**config.mk**
```make
export PLATFORM = sky130hd
export DESIGN_NAME = twi_bytewr_slave
export DESIGN_NICKNAME = d
export VERILOG_FILES = /design/src/rtl/twi_bytewr_slave.sv
export SDC_FILE = /design/constraint.sdc
export NUM_CORES = 1
export LEC_CHECK = 0
export ABC_CLOCK_PERIOD_IN_PS = 3200
export BUFFER_PORTS_ARGS = -buffer_cell sky130_fd_sc_hd__buf_4
export CAP_MARGIN = 10
export CORE_ASPECT_RATIO = 0.5
export CORE_MARGIN = 3
export CORE_UTILIZATION = 45
export DETAILED_ROUTE_END_ITERATION = 12
export PLACE_DENSITY_LB_ADDON = 0.12
export SETUP_SLACK_MARGIN = 0.3
export SYNTH_ARGS = -nofsm -noshare
export SYNTH_HDL_FRONTEND = slang
export SYNTH_SLANG_ARGS = --single-unit
export TNS_END_PERCENT = 5
```
**constraint.sdc**
```tcl
create_clock -name clk -period 3.2 [get_ports clk]
set_input_delay 0.64 -clock clk [delete_from_list [all_inputs] [get_ports clk]]
set_output_delay 0.64 -clock clk [all_outputs]
set_load 0.01 [all_outputs]
```
**src/rtl/twi_bytewr_slave.sv**
```systemverilog
module twi_bytewr_slave #(
  parameter int          WR_CYCLES = 200,
  parameter logic [3:0]  DEV_ID    = 4'b1010
) (
  input  logic       clk,
  input  logic       rst_n,
  input  logic       scl_i,
  input  logic       sda_i,
  input  logic [2:0] strap_i,
  output logic       sda_oe_o,
  output logic       busy_o,
  output logic       wr_req_o,
  output logic [7:0] wr_addr_o,
  output logic [7:0] wr_data_o,
  output logic [7:0] rd_addr_o,
  input  logic [7:0] rd_data_i
);
  localparam int TW = $clog2(WR_CYCLES + 1);

  typedef enum logic [2:0] {S_IDLE, S_DEV, S_WADR, S_WDAT, S_HOLD, S_RDAT, S_RACK, S_BUSY} st_t;

  logic [1:0] scl_m, sda_m;
  logic       scl_q, sda_q;
  st_t        st;
  logic [3:0] cnt;
  logic [7:0] sh, tx, adr, dat;
  logic       ackph, pend, oe, req;
  logic [TW-1:0] tmr;

  wire scl_s = scl_m[1];
  wire sda_s = sda_m[1];
  wire start = scl_s & scl_q & sda_q & ~sda_s;
  wire stop  = scl_s & scl_q & ~sda_q & sda_s;
  wire rise  = scl_s & ~scl_q;
  wire fall  = ~scl_s & scl_q;
  wire rx_st = (st == S_DEV) || (st == S_WADR) || (st == S_WDAT);
  wire match = (sh[7:4] == DEV_ID) && (sh[3:1] == strap_i);

  assign sda_oe_o  = oe;
  assign busy_o    = (st == S_BUSY);
  assign wr_req_o  = req;
  assign wr_addr_o = adr;
  assign wr_data_o = dat;
  assign rd_addr_o = adr;

  always_ff @(posedge clk or negedge rst_n) begin
    if (!rst_n) begin
      scl_m <= 2'b11;
      sda_m <= 2'b11;
      scl_q <= 1'b1;
      sda_q <= 1'b1;
    end else begin
      scl_m <= {scl_m[0], scl_i};
      sda_m <= {sda_m[0], sda_i};
      scl_q <= scl_s;
      sda_q <= sda_s;
    end
  end

  always_ff @(posedge clk or negedge rst_n) begin
    if (!rst_n) begin
      st    <= S_IDLE;
      cnt   <= '0;
      sh    <= '0;
      tx    <= '0;
      adr   <= '0;
      dat   <= '0;
      ackph <= 1'b0;
      pend  <= 1'b0;
      oe    <= 1'b0;
      req   <= 1'b0;
      tmr   <= '0;
    end else begin
      req <= 1'b0;
      if (st == S_BUSY) begin
        if (tmr == '0) st <= S_IDLE;
        else           tmr <= tmr - 1'b1;
      end else if (start) begin
        st    <= S_DEV;
        cnt   <= '0;
        ackph <= 1'b0;
        oe    <= 1'b0;
        pend  <= 1'b0;
      end else if (stop) begin
        oe    <= 1'b0;
        ackph <= 1'b0;
        pend  <= 1'b0;
        if (st == S_HOLD && pend) begin
          st  <= S_BUSY;
          req <= 1'b1;
          tmr <= TW'(WR_CYCLES - 1);
        end else begin
          st <= S_IDLE;
        end
      end else if (rx_st) begin
        if (rise && !ackph && cnt != 4'd8) begin
          sh  <= {sh[6:0], sda_s};
          cnt <= cnt + 1'b1;
        end else if (fall && !ackph && cnt == 4'd8) begin
          if (st != S_DEV || match) begin
            ackph <= 1'b1;
            oe    <= 1'b1;
            if (st == S_WADR) adr <= sh;
            if (st == S_WDAT) dat <= sh;
          end else begin
            st <= S_IDLE;
          end
        end else if (fall && ackph) begin
          ackph <= 1'b0;
          cnt   <= '0;
          oe    <= 1'b0;
          case (st)
            S_DEV: begin
              if (sh[0]) begin
                st <= S_RDAT;
                tx <= rd_data_i;
                oe <= ~rd_data_i[7];
              end else begin
                st <= S_WADR;
              end
            end
            S_WADR:  st <= S_WDAT;
            default: begin
              st   <= S_HOLD;
              pend <= 1'b1;
            end
          endcase
        end
      end else if (st == S_RDAT) begin
        if (rise) begin
          cnt <= cnt + 1'b1;
        end else if (fall) begin
          if (cnt == 4'd8) begin
            oe <= 1'b0;
            st <= S_RACK;
          end else begin
            tx <= {tx[6:0], 1'b0};
            oe <= ~tx[6];
          end
        end
      end else if (st == S_RACK) begin
        if (rise) st <= S_HOLD;
      end
    end
  end
endmodule

```
After elaboration in Yosys (flattened, before gate mapping)
Cells that the tools add are included.
- register bits: 56
- input bits: 15
- output and inout bits: 27
- logic and storage cells: 180
- add/subtract/negate cells: 2
- eq/ne operators: 38
- mux-type cells: 71
- bitwise operators: 17
- reductions and logical operators: 37
- operators by type and width (operator ; number):
    $mux W7 ; 10
    $mux W3 ; 17
    $mux W8 ; 5
    $mux W4 ; 8
    $mux W1 ; 30
    $ne A6 B6 Y1 const B ; 3
    $reduce_bool A6 Y1 ; 3
    $reduce_and A8 Y1 ; 2
    $ne A2 B2 Y1 const B ; 7
    $eq A3 B3 Y1 const B ; 4
    $ne A4 B4 Y1 const B ; 3
    $reduce_and A12 Y1 ; 1
    $reduce_and A6 Y1 ; 2
    $reduce_bool A3 Y1 ; 4
    $reduce_bool A4 Y1 ; 3
    $not A1 Y1 ; 10
    $reduce_and A5 Y1 ; 2
    $reduce_and A9 Y1 ; 1
    $eq A4 B4 Y1 const B ; 2
    $logic_not A8 Y1 ; 1
    $ne A2 B1 Y1 const B ; 4
    $ne A4 B3 Y1 const B ; 2
    $reduce_bool A2 Y1 ; 4
    $sub A8 B1 Y8 const B ; 1
    19 further kinds ; 36

Longest topological paths before layout
- depth in word-level cells: 10
- depth in mapped cells: 8
- gate-level depth less buffers: 7

Least setup slack after synthesis
Ideal clock, no wire load.
- path type: flip-flop to flip-flop
- start: register sda_q
- end: register st[0]
- library setup time: 127 ps
- arrival time: 2104 ps
- data required time: 3073 ps
- setup slack: 969 ps
- stages on the path, launching flop included: 7
- path buffers: 1
- period minus slack after synthesis: 2231 ps
- cells stage by stage: dfstp_2 and4b_4 buf_6 or4_4 a311oi_2 or3_1 mux2_1
- cells in the longest elaborated chain, start to end: 6
- elaborated cells on any way between the ends: 17
- classes of those cells: 5 x eq/ne; 3 x mux; 5 x bitwise; 4 x reduce/logical
- ends and longest elaborated chain (element ; RTL line ; RTL):
    start, declared ; 23 ; logic scl_q, sda_q;
    start signal, assigned ; 56 ; sda_q <= sda_s;
    parallel branches: the longest is 6 deep, another holds $reduce_and A9 Y1 ; -- ;
    end signal, assigned ; 76 ; if (tmr == '0) st <= S_IDLE;
    end signal, assigned ; 79 ; st <= S_DEV;
    end signal, assigned ; 89 ; st <= S_BUSY;
    end, declared ; 24 ; st_t st;
Several ways; the timed one is not identified.
A chain may end at the register's enable or synchronous reset.

Worst setup path after layout
- start: register st[1]
- end: register st[0]
- cells in the longest elaborated chain, start to end: 9
- elaborated cells on any way between the ends: 32
- classes of those cells: 14 x eq/ne; 10 x mux; 8 x reduce/logical
- ends and longest elaborated chain (element ; RTL line ; RTL):
    start signal, assigned ; 62 ; st <= S_IDLE;
    start signal, assigned ; 76 ;
    start signal, assigned ; 79 ;
    $eq A3 B2 Y1 / $eq A3 B1 Y1 (equally long branches) ; 36, 112 ;
    $pmux W3 S2 ; 112 ; case (st)
    $mux W3 ; 108 ; end else if (fall && ackph) begin
    $mux W3 ; 99 ; end else if (fall && !ackph && cnt == 4'd8) begin
    $mux W3 ; 96 ; if (rise && !ackph && cnt != 4'd8) begin
    $mux W3 ; 95 ; end else if (rx_st) begin
    $mux W3 ; 84 ; end else if (stop) begin
    $mux W3 ; 78 ; end else if (start) begin
    $mux W3 ; 75 ; if (st == S_BUSY) begin
Several ways; a longest one is shown, not always the timed one. The select of a mux whose other input is x is not followed.

==> implementation parameters <==
Parameter                              Value

Layout
  Share of cells above drive strength 1    approximately 33%
  Diodes inserted    0
  Area added between synthesis and finish    14.54%
  Layout Nets    323
  Fin util    54.56%

Power
  Internal Dissipation    1.421 mW
  Clk pwr share    25.8%
  Cell area power density    627.3 nW/um2
  Fraction of power consumed by sequential logic    47.7%
  Worst voltage drop across the vdd grid    0.2580 mV
  Share of total power in combinational logic    a little over a quarter
  Switching part of the total power    33.34%
  Lkg Pwr    1.612 nW
  Switching power    710.9 uW

Global routing
  Wire length of the first global-routing pass    11,040 um
  Vias in the first global route    2,208
  Global router's overall resource usage    18.08%
  Number of antenna violations at the first check in global routing    0
  Sum of overflow across all layers after global routing    0
  Pin count of the biggest net entering global routing    between 50 and 60

Logic synthesis
  Synthesized netlist net count    between 200 and 300
  Share of synthesized area occupied by flip-flops and latches    between 40% and 50%
  Cell Area, Synth    between 2000 and 3000 um2
  Cells after Synth    273
  Post-synth top area share    between 40 and 50%
  Post-synth top cells    dfrtp_1, mux2_2, nand2_1, nor2_1, o21ai_0
  Count of cell types in the netlist    65
  Fraction of synthesis flops using an asynchronous set or reset pin    between 90% and 100%
  Library cell with the largest summed area after synthesis    dfrtp_1
  Number of warnings printed during yosys synthesis    0
  Most common flop cell mapped by yosys    dfrtp_1
  Post-synth EDFFs    0
  Synth Register Bits    between 50 and 60
  Most used standard cell by instance count after synthesis    dfrtp_1
  Main area contributors after synthesis    dfrtp_1, mux2_2, dfstp_2
  Per-instance average area after synthesis    10.87 um2

Setup path
  Worst Setup End Kind    register
  Setup slack on the worst flop-to-flop path    between 0.7 and 0.8 ns
  Worst reg2reg path endpoint    st[0]
  Largest fanout of any net on the critical path    17
  Data required time at the worst endpoint    3.38 ns
  Setup CP Type    reg2reg
  R2R Path Start    st[1]
  Crit path DAT    around 2.7 ns
  CP Launch Type    register
  Number of cell instances on the worst register-to-register path    6

Detailed routing
  Number of detailed-route iterations in the first pass    5
  Routed Wire Length    around 6200 um
  Routed vias/inst    ~5.5
  Post-detailed-route count of antenna-violating nets    0
  Residual DRC    0
  Routed length per placed instance    roughly 16 um
  Iteration-0 DRC count of the detailed router    115
  Vias post-DR    around 2,200

Die
  Starting density of the core    47.63%
  Number of core rows    20
  Total die area    7665 um2
  Number of placed I/O pins    42
  Die width    120.9 um
  Die height    63.43 um
  Area of the placeable core    6231 um2

Clocking
  Post-cts resize count    0
  H-tree depth reported by CTS    2
  Max clock buf depth    2
  Sinks on Clock Net    56
  TritonCTS clock tree    done
  Clock Pin Slew Worst Setup and Hold Paths    roughly 0.07 ns
  Number of hold buffers added after CTS    0
  Post-CTS Repair Setup Buffers    0
  Buffer type at the clock tree root    clkbuf_16
  CTS buffer count    5
  Clock latency of the later-clocked register in the worst-skew pair    0.29 ns

STA
  Total negative slack for setup checks    0 ns
  Slew Limit Fails    0
  Final count of negative-setup-slack endpoints    0
  Worst clock skew    0.003867 ns
  Setup repair after global routing missed its margin    no
  Worst hold slack    0.3573 ns
  Measured slew at the worst slew-check pin    0.7041 ns
  Worst slew margin relative to its limit    53.06%
  Number of hold violations in the final report    0
  Top achievable clock speed    ~0.4 GHz
  Final cycle utilization of the critical path    77.32%
  Final Critical Period    2.474 ns

Worst hold path
  End point of the most critical hold path    sda_m[1]
  Startpoint of the tightest hold check path    sda_m[0]
  Hold Crit Depth    0
  Tightest Hold Check Type    reg2reg

Placement
  Final weighted congestion in routability-driven placement    0.8420
  Half-perimeter wire length after placement    4409 um
  Buffers on Ports    a little over 40

Outcome
  Run status    finished clean

Run
  MaxCap Viol Count    0
-- area by class of cell --
cell class | count | area (um2)
Timing Repair Buffer | 46 | 345.3
Inverter | 10 | 37.54
Clock inverter | 2 | 16.27
Fill cell | 554 | 2831
Multi-Input combinational cell | 185 | 1353
Clock buffer | 6 | 128.9
Tap cell | 88 | 110.1
Sequential cell | 56 | 1409
-- flip-flops by register name, summed over array words and instances (netlist names) --
signal	count
rd_addr_o	8
sh	8
tmr	8
wr_data_o	8
tx	7
cnt	4
st	3
scl_m	2
sda_m	2
ackph	1
pend	1
scl_q	1
sda_oe_o	1
sda_q	1
wr_req_o	1
-- critical path, cell delays in order (launching register included) --
cell and delay, ns:
dfrtp_1 0.58, nand3_1 0.32, inv_2 0.09, or4_4 0.55
a311oi_2 0.30, or3_1 0.19, mux2_1 0.33
-- metrics by stage --
step	instance area [um2]	cells	total power, mW	setup WS [ns]
finish	3400	393	2.132	0.7257
global route	3400	393	2.297	0.5931
CTS	3400	393	2.152	0.7361
detailed placement	3254	385	1.592	0.7454
global placement	3254	385	1.565	0.8203
floorplan	2968	273	1.442	0.9689
-- worst max path at each step --
stage,slack (ns),start,cells after the start,end
after floorplan,0.97,sda_q,6,st[0]
after global placement,0.82,st[1],6,st[0]
after detailed placement,0.75,st[1],6,st[0]
after CTS,0.74,st[1],6,st[0]
after global routing,0.59,st[1],6,st[0]
final,0.73,st[1],6,st[0]
-- placed cells by master, fill, tap and decap left out, drive strengths merged, types with 3 or more instances in the layout --
master / synthesis / routed
a311oi: 3 / 3
and2b: 3 / 3
a21oi: 13 / 13
nand3b: 4 / 4
nand2: 20 / 20
inv: 10 / 10
clkbuf: 7 / 6
nand4: 3 / 3
dfrtp: 50 / 50
nor3: 8 / 8
o21ai: 15 / 15
a31oi: 4 / 4
xor2: 3 / 3
nor4: 5 / 5
mux2: 25 / 25
mux2i: 9 / 9
nor2: 16 / 16
ha: 4 / 4
o211ai: 4 / 4
nand2b: 3 / 3
nand3: 5 / 5
xnor2: 4 / 4
dfstp: 6 / 6
buf: 15 / 46
-- kinds of logic after synthesis --
group,count (synthesis),share of synthesized area [%]
flops,56,47.47
compound gates,55,12.52
buf+inv,32,6.956
mux,34,12.52
simple gates,85,16.78
fa+ha+maj,4,1.686
xor+xnor,7,2.066
-- routing by layer --
layer | vias up | share of wire (%) | global-route usage (%)
li1 | 1040 | - | -
met1 | 1065 | 48 | 25.16
met2 | 59 | 45 | 28.40
met3 | 5 | 5.6 | 4.753
met4 | 0 | 0.79 | 4.237
met5 | - | 0 | 0
-- power groups by stage --
stage                     Sequential (mW)  Clock (mW)  Combinational [mW]
after floorplan                     0.961           0               0.481
after global placement               1.02           0               0.546
after detailed placement             1.03           0               0.566
after CTS                            1.02       0.566               0.570
after global routing                 1.05       0.600               0.650
final                                1.02       0.550               0.566
Power figures use the tool's default switching activity.
